### src/rtl/eeprom_wprot_pkg.sv
package eeprom_wprot_pkg;

  localparam int STAT_W    = 8;
  localparam int WPEN_POS  = 7;
  localparam int LVL_HI    = 3;
  localparam int LVL_LO    = 2;

  typedef struct packed {
    logic setWen;
    logic clrWen;
    logic loadStat;
    logic capStat;
  } wpStrobe_t;

endpackage

### src/rtl/eeprom_wprot_ctrl.sv
module eeprom_wprot_ctrl
  import eeprom_wprot_pkg::*;
(
  input  logic      clk,
  input  logic      rstN,
  input  logic      cmdWrEn,
  input  logic      cmdWrDis,
  input  logic      cmdRdStat,
  input  logic      cmdWrStat,
  input  logic      cmdProg,
  input  logic      busy,
  input  logic      wpPin,
  input  logic      wenIn,
  input  logic      wpenIn,
  input  logic      inProt,
  output wpStrobe_t stb,
  output logic      progGrant,
  output logic      progDeny,
  output logic      statStart
);

  logic statLocked;
  logic grantD, denyD, startD;

  assign statLocked = wpenIn && !wpPin;

  always_comb begin
    stb         = '0;
    grantD      = 1'b0;
    denyD       = 1'b0;
    startD      = 1'b0;
    stb.capStat = cmdRdStat;
    if (!busy) begin
      if (cmdWrDis) begin
        stb.clrWen = 1'b1;
      end else if (cmdWrEn) begin
        stb.setWen = 1'b1;
      end else if (cmdWrStat) begin
        stb.clrWen = 1'b1;
        if (wenIn && !statLocked) begin
          stb.loadStat = 1'b1;
          startD       = 1'b1;
        end
      end else if (cmdProg) begin
        stb.clrWen = 1'b1;
        if (wenIn && !inProt) grantD = 1'b1;
        else                  denyD  = 1'b1;
      end
    end
  end

  always_ff @(posedge clk) begin
    if (!rstN) begin
      progGrant <= 1'b0;
      progDeny  <= 1'b0;
      statStart <= 1'b0;
    end else begin
      progGrant <= grantD;
      progDeny  <= denyD;
      statStart <= startD;
    end
  end

  // a grant only follows a cycle with the latch set
  a_r6_grant_needs_wen: assert property (@(posedge clk) disable iff (!rstN)
    progGrant |-> $past(wenIn));

  // latch is already clear when any result pulse appears
  a_r8_result_clears_wen: assert property (@(posedge clk) disable iff (!rstN)
    (progGrant || progDeny || statStart) |-> !wenIn);

  // a protected address is never granted
  a_r7_protected_no_grant: assert property (@(posedge clk) disable iff (!rstN)
    (cmdProg && !busy && inProt) |=> !progGrant);

  // locked status register never starts a write
  a_r10_locked_no_start: assert property (@(posedge clk) disable iff (!rstN)
    (cmdWrStat && wpenIn && !wpPin) |=> !statStart);

  // at most one result pulse per cycle
  a_r12_single_result: assert property (@(posedge clk) disable iff (!rstN)
    $onehot0({progGrant, progDeny, statStart}));

  // no result follows a busy cycle
  a_r11_busy_no_result: assert property (@(posedge clk) disable iff (!rstN)
    busy |=> !(progGrant || progDeny || statStart));

endmodule

### src/rtl/eeprom_wprot_dp.sv
module eeprom_wprot_dp
  import eeprom_wprot_pkg::*;
#(
  parameter int ADDR_W = 14
) (
  input  logic              clk,
  input  logic              rstN,
  input  wpStrobe_t         stb,
  input  logic              busy,
  input  logic [STAT_W-1:0] statData,
  input  logic [ADDR_W-1:0] progAddr,
  output logic              wen,
  output logic              wpen,
  output logic              inProt,
  output logic [STAT_W-1:0] statusOut
);

  localparam int TOP = ADDR_W - 1;

  logic [1:0]        lvl;
  logic [1:0]        topBits;
  logic [STAT_W-1:0] liveStat;
  logic              unusedStatBits;

  assign unusedStatBits = ^{statData[6:4], statData[1:0]};
  assign topBits        = progAddr[TOP -: 2];

  always_comb begin
    unique case (lvl)
      2'b00:   inProt = 1'b0;
      2'b01:   inProt = (topBits == 2'b11);
      2'b10:   inProt = topBits[1];
      default: inProt = 1'b1;
    endcase
  end

  assign liveStat = busy ? {STAT_W{1'b1}} : {wpen, 3'b000, lvl, wen, 1'b0};

  always_ff @(posedge clk) begin
    if (!rstN) begin
      wen       <= 1'b0;
      wpen      <= 1'b0;
      lvl       <= 2'b00;
      statusOut <= '0;
    end else begin
      if (stb.setWen)      wen <= 1'b1;
      else if (stb.clrWen) wen <= 1'b0;
      if (stb.loadStat) begin
        wpen <= statData[WPEN_POS];
        lvl  <= {statData[LVL_HI], statData[LVL_LO]};
      end
      if (stb.capStat) statusOut <= liveStat;
    end
  end

  // state is frozen across a busy cycle
  a_r11_busy_freezes: assert property (@(posedge clk) disable iff (!rstN)
    busy |=> ($stable(wen) && $stable(lvl) && $stable(wpen)));

  // read during busy returns all ones
  a_r5_busy_reads_ones: assert property (@(posedge clk) disable iff (!rstN)
    (stb.capStat && busy) |=> (statusOut == 8'hFF));

  // idle read has zero filler bits and ready flag
  a_r4_idle_layout: assert property (@(posedge clk) disable iff (!rstN)
    (stb.capStat && !busy) |=> (statusOut[6:4] == 3'b000 && !statusOut[0]));

endmodule

### src/rtl/eeprom_wprot.sv
module eeprom_wprot
  import eeprom_wprot_pkg::*;
#(
  parameter int ADDR_W = 14
) (
  input  logic              clk,
  input  logic              rstN,
  input  logic              cmdWrEn,
  input  logic              cmdWrDis,
  input  logic              cmdRdStat,
  input  logic              cmdWrStat,
  input  logic              cmdProg,
  input  logic [ADDR_W-1:0] progAddr,
  input  logic [7:0]        statData,
  input  logic              wpPin,
  input  logic              busy,
  output logic [7:0]        statusOut,
  output logic              progGrant,
  output logic              progDeny,
  output logic              statStart
);

  wpStrobe_t stb;
  logic      wen, wpen, inProt;

  eeprom_wprot_ctrl u_ctrl (
    .clk       (clk),
    .rstN      (rstN),
    .cmdWrEn   (cmdWrEn),
    .cmdWrDis  (cmdWrDis),
    .cmdRdStat (cmdRdStat),
    .cmdWrStat (cmdWrStat),
    .cmdProg   (cmdProg),
    .busy      (busy),
    .wpPin     (wpPin),
    .wenIn     (wen),
    .wpenIn    (wpen),
    .inProt    (inProt),
    .stb       (stb),
    .progGrant (progGrant),
    .progDeny  (progDeny),
    .statStart (statStart)
  );

  eeprom_wprot_dp #(.ADDR_W(ADDR_W)) u_dp (
    .clk       (clk),
    .rstN      (rstN),
    .stb       (stb),
    .busy      (busy),
    .statData  (statData),
    .progAddr  (progAddr),
    .wen       (wen),
    .wpen      (wpen),
    .inProt    (inProt),
    .statusOut (statusOut)
  );

endmodule

### config.mk
export PLATFORM = sky130hd
export DESIGN_NAME = eeprom_wprot
export DESIGN_NICKNAME = d
export VERILOG_FILES = /design/src/rtl/eeprom_wprot_pkg.sv /design/src/rtl/eeprom_wprot_ctrl.sv /design/src/rtl/eeprom_wprot_dp.sv /design/src/rtl/eeprom_wprot.sv
export SDC_FILE = /design/constraint.sdc
export NUM_CORES = 1
export LEC_CHECK = 0
export BUFFER_PORTS_ARGS = -buffer_cell sky130_fd_sc_hd__buf_2
export CAP_MARGIN = 30
export CORE_MARGIN = 3
export CORE_UTILIZATION = 38
export CTS_CLUSTER_SIZE = 8
export DETAILED_ROUTE_END_ITERATION = 6
export PLACE_DENSITY_LB_ADDON = 0.1
export SYNTH_ARGS = -nofsm -noshare
export SYNTH_HDL_FRONTEND = slang
export SYNTH_HIERARCHICAL = 1
export SYNTH_SLANG_ARGS = --single-unit
### constraint.sdc
create_clock -name clk -period 1 [get_ports clk]
set_input_delay 0.05 -clock clk [delete_from_list [all_inputs] [get_ports clk]]
set_output_delay 0.05 -clock clk [all_outputs]
set_load 0.1 [all_outputs]
==> flow_summary.ini <==
[timing]
finClkSkew_ns = 0.00281
setup_repair_after_global_routing_missed_its_margin = yes
hold_violations = 0
fin_ws_ns = 0.0143
hold_slack_ns = 0.0510
tightestPinTransition_ns = 0.312
final_min_period_over_clock_period_pct = 98.6
setup_viol = 0
slew_viol_final = 0
post-route-min-period_ns = 0.986
relSlewSlack_pct = 78.9
max_freq_mhz = 1010

[layout]
insertedDiodeCount = 0
nFillCells = 103
area.growth.synth_to_final_pct = 67.5
final_nets = 121
instances_no_fill = 104
fraction_of_layout_cells_with_a_size_suffix_above_1_pct = 57.3
final_core_util_pct = 70.2
regArea_um2 = 253
multi_input_comb_area_um2 = 289

[logic_synthesis]
ys_dominant_reg_cell = sky130_fd_sc_hd__dfxtp_1
synth.cell_area_um2 = 566
synth_async_sr_flop_share_pct = 0
synth_warnings = 6
ys_top_cells_by_count = sky130_fd_sc_hd__dfxtp_1, sky130_fd_sc_hd__nor2b_1, sky130_fd_sc_hd__a21oi_1, sky130_fd_sc_hd__o21ai_0
synthesis.area_per_instance_um2 = 9.92
synth.top_cells.by_area = sky130_fd_sc_hd__dfxtp_1, sky130_fd_sc_hd__mux2i_1, sky130_fd_sc_hd__nor2b_1, sky130_fd_sc_hd__buf_4, sky130_fd_sc_hd__a21oi_1
synth_edf_count = 0
synth_top_cell_by_area = sky130_fd_sc_hd__dfxtp_1
synth.most_common_cell = sky130_fd_sc_hd__dfxtp_1
yosys.area.top_type_share_pct = 42.5
synth_cell_type_count = 22
synth.ff_latch_count = 12
synth_fp_nets = 88
syn-instance-count = 57
seq_area_frac_synth_pct = 42.5

[floorplan]
boundaryPins = 42
die-area_mm2 = 0.00199
rows = 13
floorplan.core_area_mm2 = 0.00135
die_w_um = 44.6
die_y_um = 44.6
start_util_pct = 41.9

[worst_setup_path]
critPathLaunchType = register
required_time_at_the_endpoint_of_the_critical_path_ns = 1.15
path_class = register to register
capturing_element_type_of_the_critical_path = register
r2r-start = u_dp/wpen$_SDFFE_PN0P_
timing.critical_path.fanout_max = 3
setup.worst_path.start = u_dp/wpen$_SDFFE_PN0P_
arrival_time_of_data_at_the_critical_path_endpoint_ns = 1.14

[detailed_routing]
detail_route.drc_violations = 0
routed_wirelength_normalized_by_instance_count_um = 12.5
drtIter0Drc = 7
postRouteWirelength_um = 1300
drt_pass1_iterations = 3
vias = 505
number_of_antenna_violating_nets_in_the_routed_design = 0
detail_route.vias_per_cell = 4.86

[placed_design]
portBuffers = 24
place_congestion = 0.734
dpl.cell_count = 99
preCtsSetupSlack_ns = -0.170

[min_path]
hp-start = statData[2]
min-delay-path-class = primary input to register

[run]
max-cap-violations = 0

[global_routing]
globalRouteMet2Util_pct = 24.9
grt_most_used_layer = met2
grt.met1_usage_pct = 18.5
grt.met3_usage_pct = 3.66
first_pass_grt_wire_length_um = 2180
global_route.overflow_total = 0
grt_antenna_before_repair = 0
grt_start_max_net_pins = 10
grt_pass1_vias = 491
gr-usage-all-layers_pct = 15.7

[cts]
cts-root-buf = sky130_fd_sc_hd__clkbuf_4
clk_path_buf_depth = 2
cts_sinks = 12
cts_max_level = 1
cts_tree = yes
cts-buffers-inserted = 3
cts_hold_repair.buffers = 0
clk_pin_slew_worst_paths_ns = 0.07
clk-insertion-delay-late_ns = 0.26

[run_status]
status = finished, final reports clean

[pwr]
post-layout-total-power_mw = 1.17
power.leakage_nw = 0.399
worst_ir_drop_on_vdd_uv = 1010
power.density_cell_area_mw_per_mm2 = 1240
## metrics by stage
stage          instance area (µm²)  TNS, ns
6_report                       947        0
5_1_grt                        947  -0.0280
4_1_cts                        928        0
3_5_place_dp                   897   -0.591
3_3_place_gp                   897   -0.331
2_1_floorplan                  574        0
## cell usage in the layout, fill, tap and decap left out
cell type / count
sky130_fd_sc_hd__clkbuf_1: 1
sky130_fd_sc_hd__clkbuf_4: 3
sky130_fd_sc_hd__or3b_2: 1
sky130_fd_sc_hd__nor2_1: 4
sky130_fd_sc_hd__nor3_2: 1
sky130_fd_sc_hd__a21oi_1: 5
sky130_fd_sc_hd__nor2b_1: 6
sky130_fd_sc_hd__buf_12: 11
sky130_fd_sc_hd__nand2b_4: 1
sky130_fd_sc_hd__o21bai_1: 1
sky130_fd_sc_hd__nand2b_1: 1
sky130_fd_sc_hd__o21a_1: 1
sky130_fd_sc_hd__nand3_1: 1
sky130_fd_sc_hd__buf_2: 13
sky130_fd_sc_hd__nor4b_1: 1
sky130_fd_sc_hd__dfxtp_4: 1
sky130_fd_sc_hd__and3_4: 1
sky130_fd_sc_hd__dfxtp_1: 4
sky130_fd_sc_hd__o21ai_0: 5
sky130_fd_sc_hd__buf_4: 9
sky130_fd_sc_hd__mux2i_1: 4
sky130_fd_sc_hd__inv_1: 2
sky130_fd_sc_hd__or3b_4: 1
sky130_fd_sc_hd__nor4_4: 1
sky130_fd_sc_hd__nor3b_1: 1
sky130_fd_sc_hd__nor4b_4: 1
sky130_fd_sc_hd__dfxtp_2: 7
sky130_fd_sc_hd__nand2_1: 1
## final timing paths
path                                                       end  cells after the start  slack (ns)
worst max-delay path                    u_dp/wpen$_SDFFE_PN0P_                      4        0.01
worst min-delay path                  u_dp/lvl[0]$_SDFFE_PN0P_                      3        0.05
worst max register to register          u_dp/wpen$_SDFFE_PN0P_                      4        0.01
worst min register to register  u_dp/statusOut[3]$_SDFFE_PN0P_                      2        0.52
## registers in the layout, indices dropped and copies added (netlist names)
register          flops
u_dp/lvl              2
u_dp/wpen             1
u_dp/wen              1
u_ctrl/progDeny       1
u_dp/statusOut        5
u_ctrl/progGrant      1
u_ctrl/statStart      1
## layer usage
layer,up-vias,part of all wire [%]
met4,0,1.0
met1,228,42
met2,17,50
met3,2,6.9
met5,-,0
li1,258,-
## worst max-delay path, stage by stage, from the launching register on
cell	delay, ns
sky130_fd_sc_hd__dfxtp_2	0.34
sky130_fd_sc_hd__nand2b_4	0.07
sky130_fd_sc_hd__and3_4	0.21
sky130_fd_sc_hd__mux2i_1	0.21
sky130_fd_sc_hd__nor2b_1	0.06
## cell families (layout without fill, tap and decap cells)
| kind of cell | count (synthesis) | after routing | synth area share, % |
|---|---|---|---|
| DFF | 12 | 12 | 42.5 |
| AOI/OAI and AO/OA | 12 | 12 | 11.5 |
| buffers and inverters | 7 | 39 | 8.63 |
| and+or+nand+nor | 22 | 22 | 30.3 |
| muxes | 4 | 4 | 7.08 |
## cell type report
type                    count  area share [%]
multi-input cells          38            30.5
inverters                   2           0.793
well taps                  15            1.98
flip-flops and latches     12            26.7
clock buffers               4            2.77
repair buffers             33            37.3
## power by group
part | switching, mW | leakage, nW | internal (mW)
sequential | 0.0208 | 0.101 | 0.496
clock | 0.146 | 0.0150 | 0.154
combinational | 0.216 | 0.282 | 0.140
## timing repair
action | 4_1_cts | 5_1_grt
pin swaps | 2 | 1
setup buffers | 0 | 1
resized for setup | 2 | 4
endpoints found under the setup margin | 4 | 5
No activity file was read; power rests on OpenSTA's default activity.
